### config.mk
export PLATFORM = sky130hd
export DESIGN_NAME = mdtap_top
export DESIGN_NICKNAME = d
export VERILOG_FILES = /design/src/rtl/mdtap_pkg.sv /design/src/rtl/mdtap_decode.sv /design/src/rtl/mdtap_steer.sv /design/src/rtl/mdtap_fanout.sv /design/src/rtl/mdtap_top.sv
export SDC_FILE = /design/constraint.sdc
export NUM_CORES = 1
export LEC_CHECK = 0
export BUFFER_PORTS_ARGS = -buffer_cell sky130_fd_sc_hd__buf_4
export CORE_AREA = 3 3 47 49
export CTS_CLUSTER_DIAMETER = 30
export DETAILED_ROUTE_END_ITERATION = 6
export DIE_AREA = 0 0 50 52
export GPL_ROUTABILITY_DRIVEN = 0
export PLACE_DENSITY = 0.81
export SLEW_MARGIN = 30
export SYNTH_ARGS = -nofsm -noshare
export SYNTH_HDL_FRONTEND = slang
export SYNTH_SLANG_ARGS = --single-unit
### constraint.sdc
create_clock -name clk -period 3.9 [get_ports clk]
set_clock_uncertainty 0.1 [all_clocks]
set_input_delay 0.39 -clock clk [delete_from_list [all_inputs] [get_ports clk]]
set_output_delay 0.39 -clock clk [all_outputs]
set_load 0.02 [all_outputs]
### src/rtl/mdtap_pkg.sv
package mdtap_pkg;

    // flit type codes; bit 0 opens a packet, bit 1 closes it
    typedef enum logic [1:0] {
        FT_BODY = 2'b00,
        FT_HEAD = 2'b01,
        FT_TAIL = 2'b10,
        FT_SOLO = 2'b11
    } ftype_e;

    typedef struct packed {
        logic to_loc;
        logic to_dn;
    } route_t;

    localparam route_t ROUTE_PASS = '{to_loc: 1'b0, to_dn: 1'b1};
    localparam route_t ROUTE_DROP = '{to_loc: 1'b1, to_dn: 1'b0};
    localparam route_t ROUTE_BOTH = '{to_loc: 1'b1, to_dn: 1'b1};

    function automatic logic opens_pkt(input logic [1:0] t);
        return t[0];
    endfunction

    function automatic logic closes_pkt(input logic [1:0] t);
        return t[1];
    endfunction

endpackage

### src/rtl/mdtap_decode.sv
module mdtap_decode
    import mdtap_pkg::*;
#(
    parameter int NODE_W   = 3,
    parameter int NODE_ID  = 0,
    parameter bit BCAST_EN = 1'b1
) (
    input  logic [NODE_W-1:0] dest,
    input  logic              bcast,
    output route_t            route
);
    localparam logic [NODE_W-1:0] MY_ADDR = NODE_W'(NODE_ID);

    logic hit;
    assign hit = (dest == MY_ADDR);

    generate
        if (BCAST_EN) begin : g_bcast
            always_comb begin
                if (bcast)    route = ROUTE_BOTH;
                else if (hit) route = ROUTE_DROP;
                else          route = ROUTE_PASS;
            end
        end else begin : g_unicast
            logic bcast_unused;
            assign bcast_unused = bcast;
            always_comb begin
                route = hit ? ROUTE_DROP : ROUTE_PASS;
            end
        end
    endgenerate
endmodule

### src/rtl/mdtap_steer.sv
module mdtap_steer
    import mdtap_pkg::*;
(
    input  logic       clk,
    input  logic       rst,
    input  logic [1:0] ftype,
    input  logic       xfer,
    input  route_t     head_route,
    output route_t     cur_route
);
    logic   open_q;
    route_t held_q;

    always_ff @(posedge clk) begin
        if (rst) begin
            open_q <= 1'b0;
            held_q <= ROUTE_PASS;
        end else if (xfer) begin
            if (closes_pkt(ftype)) begin
                open_q <= 1'b0;
            end else if (opens_pkt(ftype)) begin
                open_q <= 1'b1;
                held_q <= head_route;
            end
        end
    end

    always_comb begin
        if (opens_pkt(ftype)) cur_route = head_route;
        else if (open_q)      cur_route = held_q;
        else                  cur_route = ROUTE_PASS;
    end
endmodule

### src/rtl/mdtap_fanout.sv
module mdtap_fanout
    import mdtap_pkg::*;
(
    input  logic   in_valid,
    input  route_t route,
    input  logic   loc_ready,
    input  logic   dn_ready,
    output logic   loc_valid,
    output logic   dn_valid,
    output logic   in_ready
);
    logic loc_ok;
    logic dn_ok;

    // a side that is not selected never holds up the transfer
    assign loc_ok    = !route.to_loc || loc_ready;
    assign dn_ok     = !route.to_dn  || dn_ready;
    assign in_ready  = loc_ok && dn_ok;
    assign loc_valid = in_valid && route.to_loc && dn_ok;
    assign dn_valid  = in_valid && route.to_dn  && loc_ok;
endmodule

### src/rtl/mdtap_top.sv
module mdtap_top
    import mdtap_pkg::*;
#(
    parameter int NODE_W   = 3,
    parameter int DATA_W   = 16,
    parameter int NODE_ID  = 5,
    parameter bit BCAST_EN = 1'b1
) (
    input  logic                     clk,
    input  logic                     rst,
    input  logic                     in_valid,
    output logic                     in_ready,
    input  logic [DATA_W+NODE_W+2:0] in_flit,
    output logic                     loc_valid,
    input  logic                     loc_ready,
    output logic [DATA_W+NODE_W+2:0] loc_flit,
    output logic                     dn_valid,
    input  logic                     dn_ready,
    output logic [DATA_W+NODE_W+2:0] dn_flit
);
    localparam int FW     = DATA_W + NODE_W + 3;
    localparam int DST_LO = DATA_W;
    localparam int BC_POS = DATA_W + NODE_W;

    logic [1:0]        ftype;
    logic [NODE_W-1:0] dest;
    logic              bcast;
    route_t            head_route;
    route_t            cur_route;
    logic              xfer;

    assign ftype = in_flit[FW-1 -: 2];
    assign dest  = in_flit[DST_LO +: NODE_W];
    assign bcast = in_flit[BC_POS];
    assign xfer  = in_valid && in_ready;

    mdtap_decode #(
        .NODE_W  (NODE_W),
        .NODE_ID (NODE_ID),
        .BCAST_EN(BCAST_EN)
    ) decode_i (
        .dest (dest),
        .bcast(bcast),
        .route(head_route)
    );

    mdtap_steer steer_i (
        .clk       (clk),
        .rst       (rst),
        .ftype     (ftype),
        .xfer      (xfer),
        .head_route(head_route),
        .cur_route (cur_route)
    );

    mdtap_fanout fanout_i (
        .in_valid (in_valid),
        .route    (cur_route),
        .loc_ready(loc_ready),
        .dn_ready (dn_ready),
        .loc_valid(loc_valid),
        .dn_valid (dn_valid),
        .in_ready (in_ready)
    );

    assign loc_flit = in_flit;
    assign dn_flit  = in_flit;
endmodule

==> run summary, run 1 <==
Post-Synth Simple-Gate Area - 0.2202
CP Data Required Time - 3410 ps
CP Data Arrival Time - 1420 ps
largest net degree at the start of global routing - 14
Diodes inserted - 0
height of the die - 52 um
nets@finish - 93
CTS root buffer - clkbuf_4
CP Launch Type - input port
cts bufs inserted - 3
commonest cells after routing, fill and taps aside - 25 x buf_4, 4 x nand2b_1, 4 x nor2_1
commonest non-fill, non-tap cell in the layout - buf_4
hold_buf cts - 0
f_max - 524.3 MHz
DR WL/cell - 12.67 um
status - finished, final reports clean
first-pass GRT wire length - 1883 um
Initial Util - 0.3316
row count - 16
# clock sinks - 3
Antenna Nets Post-Route - 0
clock transition at the registers of the reported paths - 40 ps
total negative slack - 0 ps
period utilization - 0.4891
Tmin final - 1907 ps
detailed placement HPWL - 975.2 um
DRC violations left - 0
full die area - 2600 um2
sequential area share after synthesis - 0.09524
CTS resizes - 0
initial antenna violation count - 0
Compound-Gate Fraction of Synth Area - 0.1310
drt total wl - 1166 um
via count - 409
total grt overflow - 0
drt pass-1 iters - 3
Synth Cell Area - 630.6 um2
Worst Path Class, Setup - in -> out
worst slew pin tran - 322.3 ps
Synth Register Bits - 3
CP endpoint kind - output port
GRT Resource Usage Total - 0.09498
Worst Hold Class - in -> reg
post-synthesis cell type count - 25
Ys Warns - 0
syn nets - 108
maximum vdd drop - 106.5 uV
Post-Syn Instances - 81
crit path max fanout - 6
vias in the first global route - 413
syn avg cell area - 7.785 um2
fin. max-slew vios - 0
Synth Area in Adders - 0
mux cell area share after synthesis - 0.01587
Final Hold Viols - 0
placed insts - 88
Rel. slew slack - 0.7822
Clock Latency Late Sink - 230 ps
Cell Count, Final, Fillers Out - 92
max_cap viols - 0
Vias/cell - 4.446
Die X - 50 um
synth-to-layout area growth - -13.89%
H-tree depth - 1
post-synthesis xor/xnor area fraction - 0
port buffer count - 25
P per Cell Area - 251.5 nW/um2
RSZ-0062 raised after global routing - no
initial drt markers - 3
LEAKAGE - 0.0002353 uW
Clock Path Buffers - 2
count of final setup violators - 0
CTS tree - done
share of cells above drive strength 1 - 0.4769
postcts setup bufs - 0
I/O pin count - 74
main combinational cell family by area after synthesis - buffers and inverters
Core Box Area - 1902 um2
==> worst max-delay path, stage by stage <==
cell and delay (ps):
buf_4 130, and4bb_4 360, o21ai_0 90, o22ai_1 110
and3_1 190, buf_4 140
==> sequential cells by signal, summed over array words and instances (netlist names) <==
name	flops
steer_i.held_q	2
steer_i.open_q	1
==> worst paths after layout <==
kind                                                startpoint                        endpoint  slack (ps)  depth (start not counted)
worst max-delay path                               in_flit[19]                       loc_valid        1990                          6
worst min-delay path                                       rst     steer_i.open_q$_SDFFE_PP0P_         270                          2
worst max register to register     steer_i.open_q$_SDFFE_PP0P_     steer_i.open_q$_SDFFE_PP0P_        2590                          3
worst min register to register  steer_i.held_q[1]$_SDFFE_PP0P_  steer_i.held_q[1]$_SDFFE_PP0P_         380                          2
==> synth_stat cells (all sizes together) <==
cell	instances	area, um2
and3b	2	17.52
dfxtp	3	60.06
nand2b	4	25.02
and3	1	6.260
o2111a	1	11.26
o31a	1	8.760
nor2	4	15.01
nor4bb	1	10.01
a211oi	1	12.51
or4	1	7.510
and4b	1	10.01
inv	1	3.750
nor3b	1	7.510
o22ai	1	6.260
nor2b	2	12.51
nand2	3	11.26
o21a	1	7.510
o21ai	3	15.01
o211ai	1	12.51
and4bb	1	16.27
mux2i	1	10.01
a221oi	1	8.760
buf	45	335.3
==> power breakdown <==
group	internal (uW)	switching [uW]	total (uW)
Clock	38.3	16.1	54.5
Combinational	24.1	25.6	49.7
Sequential	31.7	0.718	32.4
Total	94.2	42.4	137
==> per-layer routing <==
layer  routed length [um]  track usage  up-vias
li1                     -            -      195
met2                  590       0.1587       26
met4                   24      0.09677        0
met1                  403      0.09573      182
met5                    0            0        -
met3                  148      0.02006        6
==> final cells by class <==
type                       instances  area, um2
timing repair buffer              25      187.7
tap                               27      33.78
sequential                         3      60.06
inverter                           1      3.754
multi-input combinational         32      231.5
clock buffer                       4      26.28
fill                             204       1359
==> logic make-up after synthesis <==
logic type | after synthesis
simple gates | 21
flops | 3
buf+inv | 46
compound gates | 10
mux | 1
==> per-stage QoR <==
step                area (um2)  total power [uW]  worst slack (ps)  hold WS (ps)  utilization
floorplan                630.6             113.7              2090         349.6            -
global placement         516.7             82.59              2010         364.8       0.2717
detailed placement       516.7             83.27              1986         384.8       0.2717
CTS                      543.0             140.7              1984         262.8       0.2855
global route             543.0             144.1              1898         274.1       0.2855
finish                   543.0             136.6              1993         266.4       0.2855
(Power assumes the default switching activity.)
==> run 2: changes to the inputs <==
CORE_AREA = 3 3 48 50   (was 3 3 47 49)
DIE_AREA = 0 0 51 53   (was 0 0 50 52)
PLACE_DENSITY = 0.78   (was 0.81)
clock period = 1.8 ns   (was 3.9 ns; I/O delays follow)
==> run summary, run 2 (same netlist as run 1, synthesis figures left out) <==
status - finished, final reports clean
CP Data Required Time - 1520 ps
max_cap viols - 0
Vias/cell - 4.630
synth-to-layout area growth - -13.89%
Antenna Nets Post-Route - 0
Most flops, register - steer_i.held_q
CP Launch Type - flip-flop
max incr delay on CP - 320 ps
Slowest cell on crit path - dfxtp_1
# clock sinks - 3
Placed Area - 516.7 um2
f_max - 615.6 MHz
maximum vdd drop - 230.7 uV
CP Cell Sequence - nor4bb_1 -> a211oi_2 -> o2111a_1 -> buf_4
setup ws final - 175.6 ps
CTS root buffer - clkbuf_4
initial antenna violation count - 0
Core Box Area - 1942 um2
first-pass GRT wire length - 1800 um
commonest cells after routing, fill and taps aside - 25 x buf_4, 4 x nand2b_1, 4 x nor2_1
row count - 16
count of final setup violators - 0
Worst Path Class, Setup - reg -> out
nets@finish - 93
P per Cell Area - 552.7 nW/um2
Tmin final - 1624 ps
H-tree depth - 1
CTS tree - done
worst hold margin - 39.42 ps
Largest register FFs - 2
GRT Resource Usage Total - 0.09199
worst slew pin tran - 286.4 ps
placed insts - 88
full die area - 2703 um2
Final Hold Viols - 0
CP endpoint kind - output port
period utilization - 0.9025
cts bufs inserted - 3
total grt overflow - 0
drt total wl - 1062 um
I/O pin count - 74
Initial Util - 0.3247
via count - 426
fin. max-slew vios - 0
DR WL/cell - 11.54 um
largest registers - steer_i.held_q (2), steer_i.open_q (1)
commonest non-fill, non-tap cell in the layout - buf_4
drt pass-1 iters - 2
fill count - 212
LEAKAGE - 0.0002353 uW
Rel. slew slack - 0.8064
initial drt markers - 1
Clock Latency Late Sink - 230 ps
clock transition at the registers of the reported paths - 40 ps
Worst Hold Class - in -> reg
Place WS - 293.2 ps
port buffer count - 25
Cell Count, Final, Fillers Out - 92
share of cells above drive strength 1 - 0.4769
CP Data Arrival Time - 1340 ps
Die X - 51 um
post-route cell area - 543.0 um2
CP delay by family, top - compound AO/OA/AOI/OAI gates
Diodes inserted - 0
RSZ-0062 raised after global routing - no
detailed placement HPWL - 878.8 um
largest net degree at the start of global routing - 14
vias in the first global route - 418
CP bufs+invs - 1
CTS resizes - 0
height of the die - 53 um
crit path max fanout - 4
postcts setup bufs - 0
hold_buf cts - 0
total negative slack - 0 ps
DRC violations left - 0
Clock Path Buffers - 2
[run 2: cell counts in the layout (fill, tap and decap cells not counted)]
Identical to the previous run, type by type.
[run 2: area by class of cell]
type / count / area, um2 / area share
Tap cell: 27 / 33.78 / 0.06221
Timing Repair Buffer: 25 / 187.7 / 0.3456
Inverter: 1 / 3.754 / 0.006912
Clock buffer: 4 / 26.28 / 0.04839
Sequential cell: 3 / 60.06 / 0.1106
Multi-Input combinational cell: 32 / 231.5 / 0.4263
[run 2: power breakdown]
| group | leakage [uW] | switching [uW] | internal, uW |
|---|---|---|---|
| sequential | 0.0000244 | 1.41 | 68.7 |
| combinational | 0.000196 | 55.5 | 52.3 |
| clock | 0.0000150 | 38.9 | 83.3 |
| total | 0.000235 | 95.8 | 204 |
[run 2: stage by stage]
step / power [uW] / util
2_1_floorplan: 246.3 / -
3_3_place_gp: 178.8 / 0.2661
3_5_place_dp: 180.3 / 0.2661
4_1_cts: 310.7 / 0.2796
5_1_grt: 330.5 / 0.2796
6_report: 300.1 / 0.2796
[run 2: worst paths after layout]
kind                                                     start                              to  slack [ps]  depth (start not counted)
worst min-delay path                                       rst     steer_i.open_q$_SDFFE_PP0P_          40                          2
worst min register to register  steer_i.held_q[1]$_SDFFE_PP0P_  steer_i.held_q[1]$_SDFFE_PP0P_         380                          2
worst max register to register     steer_i.open_q$_SDFFE_PP0P_     steer_i.open_q$_SDFFE_PP0P_         530                          4
worst max-delay path               steer_i.open_q$_SDFFE_PP0P_                        dn_valid         180                          4
[run 2: per-layer routing]
metal / wire length [um] / global-route usage / vias up
met5: 0 / 0 / -
met3: 178 / 0.03944 / 13
li1: - / - / 200
met2: 519 / 0.1545 / 29
met4: 43 / 0.09865 / 0
met1: 320 / 0.07846 / 184
